[config.mk]
export PLATFORM = sky130hd
export DESIGN_NAME = i2c_addr_filter
export DESIGN_NICKNAME = d
export VERILOG_FILES = /design/src/rtl/i2cam_pkg.sv /design/src/rtl/masked_eq.sv /design/src/rtl/byte_classify.sv /design/src/rtl/addr_decide.sv /design/src/rtl/i2c_addr_filter.sv
export SDC_FILE = /design/constraint.sdc
export NUM_CORES = 1
export LEC_CHECK = 0
export ABC_AREA = 0
export BUFFER_PORTS_ARGS = -buffer_cell sky130_fd_sc_hd__buf_4
export CORE_MARGIN = 4
export CORE_UTILIZATION = 45
export DETAILED_ROUTE_END_ITERATION = 8
export PLACE_DENSITY_LB_ADDON = 0.1
export RECOVER_POWER = 50
export SYNTH_ARGS = -nofsm -noshare
export SYNTH_HDL_FRONTEND = slang
export SYNTH_SLANG_ARGS = --single-unit
[constraint.sdc]
create_clock -name clk -period 2.62 [get_ports clk]
set_clock_uncertainty 0.05 [all_clocks]
set_input_delay 0.655 -clock clk [delete_from_list [all_inputs] [get_ports clk]]
set_output_delay 0.655 -clock clk [all_outputs]
set_load 0.03 [all_outputs]
[src/rtl/i2cam_pkg.sv]
package i2cam_pkg;

  typedef enum logic [1:0] {
    PH_IDLE = 2'd0,
    PH_ADDR = 2'd1,
    PH_LOW  = 2'd2,
    PH_DATA = 2'd3
  } phase_t;

  typedef struct packed {
    logic ack;
    logic hit;
    logic gcall;
  } verdict_t;

  localparam logic [4:0] TEN_HDR = 5'b11110;

endpackage

[src/rtl/masked_eq.sv]
module masked_eq #(
  parameter int W = 7
) (
  input  logic [W-1:0] rx,
  input  logic [W-1:0] ref_bits,
  input  logic [W-1:0] dont_care,
  output logic         eq
);
  logic [W-1:0] bit_ok;

  genvar i;
  generate
    for (i = 0; i < W; i++) begin : g_bit
      assign bit_ok[i] = dont_care[i] | (rx[i] ~^ ref_bits[i]);
    end
  endgenerate

  assign eq = &bit_ok;
endmodule

[src/rtl/byte_classify.sv]
module byte_classify
  import i2cam_pkg::*;
#(
  parameter int BYTE_W = 8
) (
  input  logic [BYTE_W-1:0] rx_byte,
  output logic              rw,
  output logic              is_gcall,
  output logic              is_reserved,
  output logic              is_ten_hdr
);
  localparam int AW = BYTE_W - 1;

  logic [AW-1:0] a;
  logic          low_block;
  logic          top_block;

  assign a  = rx_byte[BYTE_W-1:1];
  assign rw = rx_byte[0];

  // 0000000..0000111: start byte (R/W=1), CBUS, two spares, high-speed codes
  always_comb begin
    low_block = 1'b0;
    if (a[AW-1:2] == '0) begin
      if (a[1:0] != 2'b00) low_block = 1'b1;
      else                 low_block = rw;
    end
    if ((a[AW-1:3] == '0) && a[2]) low_block = 1'b1;
  end

  assign top_block   = (a[AW-1:2] == 5'b11111);
  assign is_reserved = low_block | top_block;
  assign is_gcall    = (rx_byte == '0);
  assign is_ten_hdr  = (a[AW-1:2] == TEN_HDR);
endmodule

[src/rtl/addr_decide.sv]
module addr_decide
  import i2cam_pkg::*;
(
  input  phase_t   phase,
  input  logic     hit10,
  input  logic     cond_start,
  input  logic     cond_restart,
  input  logic     cond_stop,
  input  logic     byte_vld,
  input  logic     ten_bit_mode,
  input  logic     gc_en,
  input  logic     rw,
  input  logic     is_gcall,
  input  logic     is_reserved,
  input  logic     is_ten_hdr,
  input  logic     eq_short,
  input  logic     eq_hi,
  input  logic     eq_lo,
  output verdict_t verdict,
  output phase_t   phase_nxt,
  output logic     hit10_nxt
);
  always_comb begin
    verdict   = '0;
    phase_nxt = phase;
    hit10_nxt = hit10;
    if (cond_stop) begin
      phase_nxt = PH_IDLE;
      hit10_nxt = 1'b0;
    end else if (cond_start) begin
      phase_nxt = PH_ADDR;
      hit10_nxt = 1'b0;
    end else if (cond_restart) begin
      phase_nxt = PH_ADDR;
    end else if (byte_vld) begin
      unique case (phase)
        PH_ADDR: begin
          phase_nxt = PH_DATA;
          if (is_gcall) begin
            verdict.ack   = gc_en;
            verdict.gcall = gc_en;
          end else if (!ten_bit_mode) begin
            if (!is_reserved && !is_ten_hdr && eq_short) begin
              verdict.ack = 1'b1;
              verdict.hit = 1'b1;
            end
          end else if (is_ten_hdr && eq_hi) begin
            if (!rw) begin
              verdict.ack = 1'b1;
              phase_nxt   = PH_LOW;
              hit10_nxt   = 1'b0;
            end else if (hit10) begin
              verdict.ack = 1'b1;
              verdict.hit = 1'b1;
            end
          end
        end
        PH_LOW: begin
          phase_nxt = PH_DATA;
          hit10_nxt = eq_lo;
          if (eq_lo) begin
            verdict.ack = 1'b1;
            verdict.hit = 1'b1;
          end
        end
        default: ;
      endcase
    end
  end
endmodule

[src/rtl/i2c_addr_filter.sv]
module i2c_addr_filter
  import i2cam_pkg::*;
#(
  parameter int ADDR_W = 10,
  parameter int BYTE_W = 8
) (
  input  logic              clk,
  input  logic              rst,
  input  logic              cond_start,
  input  logic              cond_restart,
  input  logic              cond_stop,
  input  logic              byte_vld,
  input  logic [BYTE_W-1:0] byte_data,
  input  logic [ADDR_W-1:0] own_addr,
  input  logic [ADDR_W-1:0] addr_mask,
  input  logic              mask_bypass,
  input  logic              gc_en,
  input  logic              ten_bit_mode,
  output logic              ack_o,
  output logic              hit_o,
  output logic              gcall_o
);
  localparam int SHORT_W = BYTE_W - 1;
  localparam int HI_W    = ADDR_W - BYTE_W;

  phase_t      phase_q, phase_d;
  logic        hit10_q, hit10_d;
  verdict_t    verdict_d, verdict_q;
  logic [ADDR_W-1:0] dc_bits;
  logic        rw, is_gcall, is_reserved, is_ten_hdr;
  logic        eq_short, eq_hi, eq_lo;

  assign dc_bits = mask_bypass ? '0 : addr_mask;

  byte_classify #(.BYTE_W(BYTE_W)) u_class (
    .rx_byte    (byte_data),
    .rw         (rw),
    .is_gcall   (is_gcall),
    .is_reserved(is_reserved),
    .is_ten_hdr (is_ten_hdr)
  );

  masked_eq #(.W(SHORT_W)) u_eq_short (
    .rx       (byte_data[BYTE_W-1:1]),
    .ref_bits (own_addr[SHORT_W-1:0]),
    .dont_care(dc_bits[SHORT_W-1:0]),
    .eq       (eq_short)
  );

  masked_eq #(.W(HI_W)) u_eq_hi (
    .rx       (byte_data[HI_W:1]),
    .ref_bits (own_addr[ADDR_W-1:BYTE_W]),
    .dont_care(dc_bits[ADDR_W-1:BYTE_W]),
    .eq       (eq_hi)
  );

  masked_eq #(.W(BYTE_W)) u_eq_lo (
    .rx       (byte_data),
    .ref_bits (own_addr[BYTE_W-1:0]),
    .dont_care(dc_bits[BYTE_W-1:0]),
    .eq       (eq_lo)
  );

  addr_decide u_decide (
    .phase       (phase_q),
    .hit10       (hit10_q),
    .cond_start  (cond_start),
    .cond_restart(cond_restart),
    .cond_stop   (cond_stop),
    .byte_vld    (byte_vld),
    .ten_bit_mode(ten_bit_mode),
    .gc_en       (gc_en),
    .rw          (rw),
    .is_gcall    (is_gcall),
    .is_reserved (is_reserved),
    .is_ten_hdr  (is_ten_hdr),
    .eq_short    (eq_short),
    .eq_hi       (eq_hi),
    .eq_lo       (eq_lo),
    .verdict     (verdict_d),
    .phase_nxt   (phase_d),
    .hit10_nxt   (hit10_d)
  );

  always_ff @(posedge clk) begin
    if (rst) begin
      phase_q   <= PH_IDLE;
      hit10_q   <= 1'b0;
      verdict_q <= '0;
    end else begin
      phase_q   <= phase_d;
      hit10_q   <= hit10_d;
      verdict_q <= verdict_d;
    end
  end

  assign ack_o   = verdict_q.ack;
  assign hit_o   = verdict_q.hit;
  assign gcall_o = verdict_q.gcall;
endmodule

* After elaboration in Yosys (flattened, before gate mapping)
Cells that the tools add are included.
** Operators by class
- Eq/ne operators :: 8
- Muxes and demuxes :: 27
- Reduce and logical (&&, ||, !) cells :: 24
- Bitwise operators :: 39
** Operator list (number)
- OR 1 bit :: 18
- XNOR 1 bit :: 17
- two-way mux 2 bit :: 8
- two-way mux 1 bit :: 15
- AND reduction 7 bit :: 2
- equality test 5 bit, second input constant :: 2
- two-way mux 10 bit :: 1
- logical NOT 8 bit :: 1
- one-hot mux 2 bit (2 select lines) :: 2
- AND reduction 8 bit :: 1
- OR reduction 7 bit :: 1
- inequality test 2 bit, second input constant :: 3
- AND reduction 2 bit :: 3
- logical NOT 5 bit :: 1
- OR reduction 5 bit :: 1
- logical AND 1 bit :: 4
- logical NOT 4 bit :: 1
- inverter 1 bit :: 4
- nonzero test 2 bit :: 2
- nonzero test 4 bit :: 1
- OR reduction 4 bit :: 1
- nonzero test 3 bit :: 1
- OR reduction 3 bit :: 1
- equality test 2 x 1 -> 1 bit, second input constant :: 1
- other kinds (5) :: 6
** Word-level totals
- Word-level logic and storage cells :: 104
- Register bits after elaboration :: 6
- Input bits :: 37

* Longest topological paths before layout
Gate-level depths: netlist (run 1).
- Depth after elaboration :: 12
- Depth in mapped cells :: 7

* Hierarchy
Synthesis (run 1) repeated with hierarchy kept, for this count alone.
** Second synthesis, totals
- Cell total of the unflattened synthesis :: 92
- Area total of the unflattened synthesis :: 730.7 um2
** By module, submodules not included
- i2c_addr_filter :: area an instance 224.0 um2, cells an instance 22, times used 1
- addr_decide :: area an instance 220.2 um2, cells an instance 33, times used 1
- masked_eq at u_eq_lo :: area an instance 107.6 um2, cells an instance 13, times used 1
- masked_eq at u_eq_short :: area an instance 96.3 um2, cells an instance 12, times used 1
- byte_classify :: area an instance 56.3 um2, cells an instance 9, times used 1
- masked_eq at u_eq_hi :: area an instance 26.3 um2, cells an instance 3, times used 1

* Worst setup path after synthesis (run 1)
No wires, ideal clock.
- Kind :: input -> register
- From :: input port cond_restart
- To :: register hit10_q
- Slack :: 1.099 ns
- Setup time :: 0.069 ns
- Cell stages on the path :: 4
- Arrival :: 1.402 ns
- Cells stage by stage :: or4bb_1 o21ai_1 nand4_1 o21ai_1
** On the way
- Cells in the longest elaborated chain, start to end :: 2
** RTL lines
- from (decl) :: line i2c_addr_filter.sv:10 : input logic cond_restart,
- inverter 1 bit (no line)
- AND reduction 7 bit (no line)
- to (signal assigned) :: line i2c_addr_filter.sv:92 : hit10_q <= hit10_d;
- to (decl) :: line i2c_addr_filter.sv:27 : logic hit10_q, hit10_d;
No other way between the ends.
A chain may end at the register's enable or synchronous reset.

* Worst setup path after layout (run 1)
- From :: input port own_addr[6]
- To :: register verdict_q, in the netlist ack_o
** On the way
- Cells in the longest elaborated chain, start to end :: 8
** RTL lines
- from (decl) :: line i2c_addr_filter.sv:14 : input logic [ADDR_W-1:0] own_addr,
- XNOR 1 bit :: line masked_eq.sv:14 : assign bit_ok[i] = dont_care[i] | (rx[i] ~^ ref_bits[i]);
- OR 1 bit :: line masked_eq.sv:14
- AND reduction 7 bit :: line masked_eq.sv:18 : assign eq = &bit_ok;
- logical AND 1 bit :: line addr_decide.sv:43 : if (!is_reserved && !is_ten_hdr && eq_short) begin
- two-way mux 2 bit :: line addr_decide.sv:43
- two-way mux 2 bit :: line addr_decide.sv:42 : end else if (!ten_bit_mode) begin
- two-way mux 1 bit :: line addr_decide.sv:39 : if (is_gcall) begin
- one-hot mux 2 bit (2 select lines) * :: line addr_decide.sv:36 : unique case (phase)
- to (signal assigned) :: line i2c_addr_filter.sv:93 : verdict_q <= verdict_d;
- to (decl) :: line i2c_addr_filter.sv:28 : verdict_t verdict_d, verdict_q;
Mark *: on every way between the ends. The rest lies on a longest branch, timed or not.

==> results.sh, run 1 <==
export IMPL_placedCellCount=139
export IMPL_holdPathStages=2
export IMPL_synth_seq_area_share_pct=17.7
export IMPL_clock_path_buffers=2
export IMPL_synth_area_um2=677
export IMPL_synth_mux_area_share_pct=0
export IMPL_register_area_um2=120
export IMPL_vias_per_cell=5.84
export IMPL_syn_inst=85
export IMPL_worstHoldPathType="flip-flop to flip-flop"
export IMPL_synth_area_leaders="xnor2_1 22%, dfxtp_1 18%, nor2b_1 7.4%"
export IMPL_status="complete, no violations"
export IMPL_slew_viol_final=0
export IMPL_clk_latency_ns=0.25
export IMPL_min_period_ns=1.65
export IMPL_avgSynthCellArea_um2=7.96
export IMPL_grt_total_usage_pct=21.0
export IMPL_synth_top_family_by_area="simple AND/OR/NAND/NOR gates"
export IMPL_place_hpwl_mm=1.75
export IMPL_async_flop_share_pct=0
export IMPL_hold_ws_ns=0.412
export IMPL_final_cells=142
export IMPL_crit_required_ns=2.75
export IMPL_place_gp_congestion=0.855
export IMPL_synth_main_ff_cell="dfxtp_1"
export IMPL_slew_headroom_pct=66.4
export IMPL_yosys_area_top_type_share_pct=22.0
export IMPL_hold_violations=0
export IMPL_drtPass1Iterations=4
export IMPL_overflow=0
export IMPL_ys_ff_latch=6
export IMPL_crit_path_cell_trace="buf_4, xnor2_1, a41oi_2, nor3_1, a22oi_1, a21oi_1"
export IMPL_postCtsSetupRepairBufs=0
export IMPL_critPathMaxFanout=2
export IMPL_wl_per_cell_um=14.7
export IMPL_syn_num_nets=124
export IMPL_start_util_pct=49.5
export IMPL_die_h_um=46.8
export IMPL_setup_worst_path_class="input pin to flip-flop"
export IMPL_vias=829
export IMPL_min_to="hit10_q"
export IMPL_grt_start_max_net_pins=9
export IMPL_die_x_um=46.8
export IMPL_multi_input_area_um2=546
export IMPL_cp_end_kind="flip-flop"
export IMPL_worst_slack_ns=0.971
export IMPL_clock_sinks=6
export IMPL_drcViolationCount=0
export IMPL_antenna_found_initial=0
export IMPL_setup_worst_path_start_class="input pin"
export IMPL_crit_start="own_addr[6]"
export IMPL_worst_slew_pin_transition_ns=0.500
export IMPL_n_fill_cell=121
export IMPL_setup_violations=0
export IMPL_period_share_pct=62.9
export IMPL_die_area_um2=2190
export IMPL_grt_pass1_wl_mm=3.16
export IMPL_core_area_um2=1370
export IMPL_first_global_vias=795
export IMPL_drt_total_wl_mm=2.09
export IMPL_cp_arrival_ns=1.78
export IMPL_r2r_setup_slack_ns=1.03
export IMPL_postRouteAntennaNets=0
export IMPL_min_from="hit10_q"
export IMPL_path_clk_slew_ns=0.04
export IMPL_ctsHoldBuffers=0
export IMPL_area_growth_pct=47.1
export IMPL_pin_count=40
export IMPL_final_cell_mix="35 x buf_4, 17 x xnor2_1, 8 x nor2b_1"
export IMPL_synth_edf_count=0
export IMPL_fmax_mhz=606
export IMPL_synth_xor_xnor_area_share_pct=22.0
export IMPL_ctsResizeCount=0
export IMPL_yosysTopAreaCell="xnor2_1"
export IMPL_cts_made_buffers=3
export IMPL_cts_root_buf="clkbuf_4"
export IMPL_cts_tree="done"
export IMPL_fin_setup_tns_ns=0
export IMPL_synth_adder_area_share_pct=3.70
export IMPL_ir_worst_vdd_uv=355
export IMPL_timing_rr_start="phase_q[1]"
export IMPL_place_ws_ns=0.765
export IMPL_ys_warn_count=0
export IMPL_powerDensity_nw_per_um2=311
export IMPL_cts_htree_levels=1
export IMPL_cp_slowest_cell="xnor2_1"
export IMPL_nNetsFinal=168
export IMPL_synth_compound_area_share_pct=21.1
export IMPL_synth_cell_types=29
export IMPL_synth_simple_gate_area_share_pct=33.8
export IMPL_io_buffer_count=39
export IMPL_slowest_delay_ns=0.30
export IMPL_rsz0062_at_grt="no"
export IMPL_cap_violations=0
export IMPL_drive_gt1_share_pct=35.4
export IMPL_diodes=0
export IMPL_p_leak_nw=0.378
export IMPL_drt_initial_drc_count=33
export IMPL_reg2reg_depth=6
export IMPL_final_common_cell="buf_4"
export IMPL_reg2reg_to="hit10_q"
export IMPL_fp_row_count=13
-- metrics by stage --
stage	util [%]	cell area, um^2	power [mW]
global route	72.9	996	0.332
CTS	74.0	1010	0.313
global placement	72.3	988	0.217
finish	72.9	996	0.309
floorplan	-	677	0.154
detailed placement	72.3	988	0.222
-- layer usage --
metal	vias up	routed length, um	global-route usage (%)
met5	-	0	0
met4	0	35	9.94
met3	6	284	9.20
met2	62	983	34.7
met1	361	788	23.0
li1	400	-	-
-- worst max-delay path, delay by kind of cell --
family	cells	cell delay [ns]
AO/OA/AOI/OAI	3	0.47
XOR/XNOR	1	0.30
AND/OR/NAND/NOR	1	0.22
buffers and inverters	1	0.12
-- sequential cells by signal (all words and copies together), names as in the netlist --
signal	flops
hit10_q	1
ack_o	1
hit_o	1
gcall_o	1
phase_q	2
-- synth_stat cells (2+ instances only) --
cell type,n
nor2b_2,2
o22ai_1,6
nor2_1,5
inv_1,2
nor3_1,3
nor2b_1,8
xnor2_1,17
nand3b_1,2
a21oi_1,5
dfxtp_1,6
nand2_1,4
ha_1,2
nand4_1,2
o21ai_1,3
nor4_1,4
-- cell type report --
class / instances / area share, %
Clock buffer: 3 / 2.26
Sequential cell: 6 / 12.1
Inverter: 3 / 1.13
Multi-Input combinational cell: 76 / 54.8
Tap cell: 15 / 1.88
Timing Repair Buffer: 39 / 27.9
-- worst max path at each step --
stage          endpoint
2_1_floorplan   hit10_q
3_3_place_gp      ack_o
3_5_place_dp      ack_o
4_1_cts           ack_o
5_1_grt           ack_o
6_report          ack_o
-- logic make-up (layout without fill, tap and decap cells) --
logic type	Yosys count	after routing
simple gates	37	37
compound gates	20	20
flops	6	6
buf+inv	3	45
fa+ha+maj	2	2
xor+xnor	17	17
-- report_power, final --
part           switching (mW)  internal (mW)  leakage, nW
Clock                  0.0355         0.0519       0.0138
Sequential           0.000846         0.0926       0.0486
Combinational          0.0584         0.0702        0.316
Power figures use the tool's default switching activity.
==> run 2: changes to the inputs <==
--- a/config.mk
+++ b/config.mk
@@ -8,7 +8,7 @@
 export ABC_AREA = 0
 export BUFFER_PORTS_ARGS = -buffer_cell sky130_fd_sc_hd__buf_4
 export CORE_MARGIN = 4
-export CORE_UTILIZATION = 45
+export CORE_UTILIZATION = 42
 export DETAILED_ROUTE_END_ITERATION = 8
 export PLACE_DENSITY_LB_ADDON = 0.1
 export RECOVER_POWER = 50
==> constraint.sdc (replaced) <==
create_clock -name clk -period 1.6 [get_ports clk]
set_clock_uncertainty 0.05 [all_clocks]
set_input_delay 0.4 -clock clk [delete_from_list [all_inputs] [get_ports clk]]
set_output_delay 0.4 -clock clk [all_outputs]
set_load 0.03 [all_outputs]
==> run 2 against run 1 <==
  * Design area grew 2.8%
  * Clock power grew 58%
  * Cell count grew 1.4%
  * Critical path type is now flip-flop to flip-flop
  * Critical endpoint is now hit10_q
  * Highest routed layer is now met3
==> results.sh, run 2 (synthesis gave the netlist of run 1 again) <==
export IMPL_status="complete, no violations"
export IMPL_largest_register_ff_count=2
export IMPL_min_from="cond_stop"
export IMPL_period_share_pct=92.3
export IMPL_cp_slowest_cell="or4bb_1"
export IMPL_ctsHoldBuffers=0
export IMPL_setup_violations=0
export IMPL_path_clk_slew_ns=0.04
export IMPL_crit_required_ns=1.73
export IMPL_final_common_cell="buf_4"
export IMPL_holdPathStages=2
export IMPL_io_buffer_count=39
export IMPL_crit_path_cell_trace="inv_1, ha_2, or4bb_1, o21ai_2, nand4_1, o21ai_1"
export IMPL_reg2reg_depth=6
export IMPL_cts_tree="done"
export IMPL_powerDensity_nw_per_um2=489
export IMPL_antenna_found_initial=0
export IMPL_nNetsFinal=169
export IMPL_reg2reg_to="hit10_q"
export IMPL_min_period_ns=1.48
export IMPL_start_util_pct=44.9
export IMPL_drt_initial_drc_count=12
export IMPL_clock_sinks=6
export IMPL_first_global_vias=752
export IMPL_r2r_setup_slack_ns=0.12
export IMPL_slew_viol_final=0
export IMPL_place_gp_congestion=0.827
export IMPL_final_cell_mix="37 x buf_4, 17 x xnor2_1, 7 x nor2b_1"
export IMPL_pin_count=40
export IMPL_placedCellCount=141
export IMPL_die_h_um=48.1
export IMPL_critPathMaxFanout=5
export IMPL_ctsResizeCount=0
export IMPL_clock_path_buffers=2
export IMPL_vias_per_cell=5.42
export IMPL_cts_root_buf="clkbuf_4"
export IMPL_setup_worst_path_class="flip-flop to flip-flop"
export IMPL_place_hpwl_mm=1.66
export IMPL_ir_worst_vdd_uv=448
export IMPL_slowest_delay_ns=0.50
export IMPL_die_area_um2=2320
export IMPL_cts_made_buffers=3
export IMPL_worst_slew_pin_transition_ns=0.395
export IMPL_cts_htree_levels=1
export IMPL_diodes=0
export IMPL_min_to="phase_q[0]"
export IMPL_timing_rr_start="phase_q[1]"
export IMPL_drt_total_wl_mm=1.94
export IMPL_drcViolationCount=0
export IMPL_rsz0062_at_grt="no"
export IMPL_fp_row_count=14
export IMPL_top_register="phase_q"
export IMPL_worstHoldPathType="input pin to flip-flop"
export IMPL_slew_headroom_pct=73.4
export IMPL_overflow=0
export IMPL_core_area_um2=1510
export IMPL_wl_per_cell_um=13.5
export IMPL_dpl_instance_area_um2=997
export IMPL_p_leak_nw=0.390
export IMPL_place_ws_ns=0.0217
export IMPL_grt_total_usage_pct=18.4
export IMPL_cp_end_kind="flip-flop"
export IMPL_fin_setup_tns_ns=0
export IMPL_final_area_um2=1020
export IMPL_postCtsSetupRepairBufs=0
export IMPL_cap_violations=0
export IMPL_clk_latency_ns=0.24
export IMPL_worst_slack_ns=0.124
export IMPL_postRouteAntennaNets=0
export IMPL_drive_gt1_share_pct=39.8
export IMPL_cp_arrival_ns=1.61
export IMPL_vias=781
export IMPL_hold_violations=0
export IMPL_final_cells=144
export IMPL_grt_pass1_wl_mm=3.08
export IMPL_drtPass1Iterations=4
export IMPL_area_growth_pct=51.2
export IMPL_setup_worst_path_start_class="flip-flop"
export IMPL_fmax_mhz=677
export IMPL_die_x_um=48.1
export IMPL_grt_start_max_net_pins=9
run 2: cell count changes in the layout (fill, tap and decap cells not counted), sizes merged:
cell	before	now
buf	35	37
clkbuf	7	6
run 2: per-layer routing:
layer / vias up / track usage (%) / routed length [um]
li1: 402 / - / -
met1: 349 / 24.1 / 842
met2: 30 / 31.0 / 921
met3: 0 / 5.54 / 175
met4: 0 / 1.61 / 0
met5: - / 0 / 0
run 2: worst max path at each step:
| stage | start | endpoint | slack [ns] | cells past startpoint |
|---|---|---|---|---|
| detailed placement | byte_data[4] | ack_o | 0.02 | 5 |
| floorplan | phase_q[1] | hit10_q | 0.18 | 6 |
| CTS | phase_q[1] | hit10_q | 0.06 | 6 |
| global placement | byte_data[4] | ack_o | 0.01 | 5 |
| finish | phase_q[1] | hit10_q | 0.12 | 6 |
| global route | phase_q[1] | hit10_q | 0.008 | 7 |
run 2: cell type report:
type / count / area, um^2
tap: 16 / 20.0
fill: 134 / 483
multi-input combinational: 76 / 561
timing repair buffer: 40 / 289
sequential: 6 / 120
inverter: 3 / 11.3
clock buffer: 3 / 22.5
run 2: worst max-delay path: cells and delay by family (launching register included):
family          cells  cell delay, ns
simple gates        2            0.60
buf+inv             1            0.06
fa+ha+maj           1            0.19
compound gates      2            0.17
flops               1            0.35
run 2: stage by stage:
| stage | power [mW] | util, % | hold slack, ns |
|---|---|---|---|
| after floorplan | 0.252 | - | 0.387 |
| after global placement | 0.359 | 66.2 | 0.404 |
| after detailed placement | 0.361 | 66.2 | 0.414 |
| after CTS | 0.503 | 67.7 | 0.270 |
| after global routing | 0.536 | 67.9 | 0.273 |
| final | 0.501 | 67.9 | 0.278 |
run 2: report_power, final:
| group | internal, mW | leakage [nW] | switching (mW) |
|---|---|---|---|
| clock network | 0.0847 | 0.0138 | 0.0532 |
| registers | 0.152 | 0.0486 | 0.00133 |
| logic | 0.118 | 0.327 | 0.0915 |
==> run 3: changes to the inputs <==
--- a/config.mk
+++ b/config.mk
@@ -10,8 +10,10 @@
 export CORE_MARGIN = 4
 export CORE_UTILIZATION = 42
 export DETAILED_ROUTE_END_ITERATION = 8
+export GPL_TIMING_DRIVEN = 0
 export PLACE_DENSITY_LB_ADDON = 0.1
 export RECOVER_POWER = 50
+export SLEW_MARGIN = 20
 export SYNTH_ARGS = -nofsm -noshare
 export SYNTH_HDL_FRONTEND = slang
 export SYNTH_SLANG_ARGS = --single-unit
==> run 3 against run 2 <==
  * Non-clock buffer count decreased by 1
  * Register-to-register slack is essentially flat
  * Sequential cell count unchanged
  * First-iteration DRC count up 58%
  * Count of clock-buffer cells in the layout did not move
  * Routed wire length is 1.4% lower
  * Global-route usage shrank 1.1 points
  * Clock power about the same
  * Total power decreased by 0.55%
  * Via count down 0.13%
  * Largest cell class unchanged
==> results.sh, run 3 (synthesis gave the netlist of run 1 again) <==
export IMPL_vias=780
export IMPL_placedCellCount=140
export IMPL_first_global_vias=705
export IMPL_min_period_ns=1.46
export IMPL_overflow=0
export IMPL_final_common_cell="buf_4"
export IMPL_place_hpwl_mm=1.65
export IMPL_holdPathStages=2
export IMPL_clock_sinks=6
export IMPL_die_h_um=48.1
export IMPL_cts_htree_levels=1
export IMPL_setup_worst_path_start_class="flip-flop"
export IMPL_rsz0062_at_grt="no"
export IMPL_critPathMaxFanout=5
export IMPL_cts_made_buffers=3
export IMPL_final_cells=143
export IMPL_cp_slowest_cell="or4bb_1"
export IMPL_power_frac_comb_pct=41.6
export IMPL_fmax_mhz=683
export IMPL_ir_worst_vdd_uv=616
export IMPL_fp_row_count=14
export IMPL_worst_slack_ns=0.135
export IMPL_setup_violations=0
export IMPL_cts_root_buf="clkbuf_4"
export IMPL_drt_total_wl_mm=1.91
export IMPL_slew_headroom_pct=70.1
export IMPL_top_register="phase_q"
export IMPL_seq_power_share_pct=30.8
export IMPL_p_leak_nw=0.383
export IMPL_place_ws_ns=0.0323
export IMPL_drt_initial_drc_count=19
export IMPL_clk_latency_ns=0.24
export IMPL_grt_total_usage_pct=17.4
export IMPL_antenna_found_initial=0
export IMPL_largest_register_ff_count=2
export IMPL_cp_top_family="simple AND/OR/NAND/NOR gates"
export IMPL_status="complete, no violations"
export IMPL_register_area_um2=120
export IMPL_p_sw_mw=0.145
export IMPL_die_x_um=48.1
export IMPL_area_growth_pct=48.8
export IMPL_final_cell_mix="36 x buf_4, 17 x xnor2_1, 8 x nor2b_1"
export IMPL_io_buffer_count=39
export IMPL_wl_per_cell_um=13.4
export IMPL_start_util_pct=44.9
export IMPL_period_share_pct=91.6
export IMPL_fin_util_pct=66.9
export IMPL_setup_worst_path_class="flip-flop to flip-flop"
export IMPL_worst_path_stages=6
export IMPL_crit_buf_inv=1
export IMPL_reg2reg_depth=6
export IMPL_grt_pass1_wl_mm=2.88
export IMPL_swShare_pct=29.2
export IMPL_cp_end_kind="flip-flop"
export IMPL_drtPass1Iterations=6
export IMPL_grt_start_max_net_pins=9
export IMPL_crit_path_cell_trace="inv_1, ha_2, or4bb_1, o21ai_2, nand4_1, o21ai_1"
export IMPL_cts_tree="done"
export IMPL_cap_violations=0
export IMPL_postRouteAntennaNets=0
export IMPL_hold_violations=0
export IMPL_postCtsSetupRepairBufs=0
export IMPL_powerDensity_nw_per_um2=494
export IMPL_worst_slew_pin_transition_ns=0.444
export IMPL_nNetsFinal=168
export IMPL_place_gp_congestion=0.793
export IMPL_die_area_um2=2320
export IMPL_crit_required_ns=1.73
export IMPL_n_fill_cell=136
export IMPL_drcViolationCount=0
export IMPL_vias_per_cell=5.45
export IMPL_diodes=0
export IMPL_internal_power_mw=0.353
export IMPL_fin_setup_tns_ns=0
export IMPL_cp_arrival_ns=1.59
export IMPL_core_area_um2=1510
export IMPL_path_clk_slew_ns=0.04
export IMPL_clock_path_buffers=2
export IMPL_slew_viol_final=0
export IMPL_pin_count=40
export IMPL_multi_input_area_um2=552
export IMPL_slowest_delay_ns=0.49
export IMPL_drive_gt1_share_pct=37.8
export IMPL_worstHoldPathType="input pin to flip-flop"
export IMPL_clkPwrFrac_pct=27.6
## run 3: cell types whose count changed in the layout (fill, tap and decap cells not counted), sizes merged
cell  before  now
buf       37   36
## run 3: path summary, 6_finish.rpt
path / start / slack, ns / end
max: phase_q[1] / 0.14 / hit10_q
min: cond_stop / 0.28 / phase_q[0]
max reg2reg: phase_q[1] / 0.14 / hit10_q
min reg2reg: hit10_q / 0.42 / hit10_q
## run 3: final cells by class
type                    count  share of cell area [%]
inverters                   3                    1.12
flip-flops and latches      6                    11.9
repair buffers             39                    28.0
well taps                  16                    1.99
multi-input cells          76                    54.8
clock buffers               3                    2.24
## run 3: power by group through the flow
stage               clock network [mW]  logic [mW]  registers [mW]
floorplan                            0      0.0962           0.155
finish                           0.137       0.207           0.153
global placement                     0       0.202           0.156
CTS                              0.142       0.206           0.153
detailed placement                   0       0.205           0.156
global route                     0.146       0.224           0.153
## run 3: worst reg2reg max path: stages, from the launching register on
cell and delay (ns):
dfxtp_1 0.35, inv_1 0.05, ha_2 0.19, or4bb_1 0.49, o21ai_2 0.08, nand4_1 0.10
o21ai_1 0.09
## run 3: metal layers
layer,vias to the layer above,routed length [um],global-route usage (%)
met5,-,0,0
met4,0,6,1.61
met3,2,212,4.80
met2,35,912,30.7
met1,346,779,21.5
li1,397,-,-
## run 3: metrics by stage
stage | power, mW | area (um^2) | hold WS [ns]
2_1_floorplan | 0.252 | 677 | 0.387
3_3_place_gp | 0.357 | 990 | 0.402
3_5_place_dp | 0.361 | 990 | 0.407
4_1_cts | 0.501 | 1010 | 0.273
5_1_grt | 0.524 | 1010 | 0.277
6_report | 0.498 | 1010 | 0.278
## run 3: timing repair
item                                    CTS  global route
hold buffers                              0             0
endpoints found under the setup margin    0             1
endpoints found under the hold margin     0             0
resized for setup                         0             2
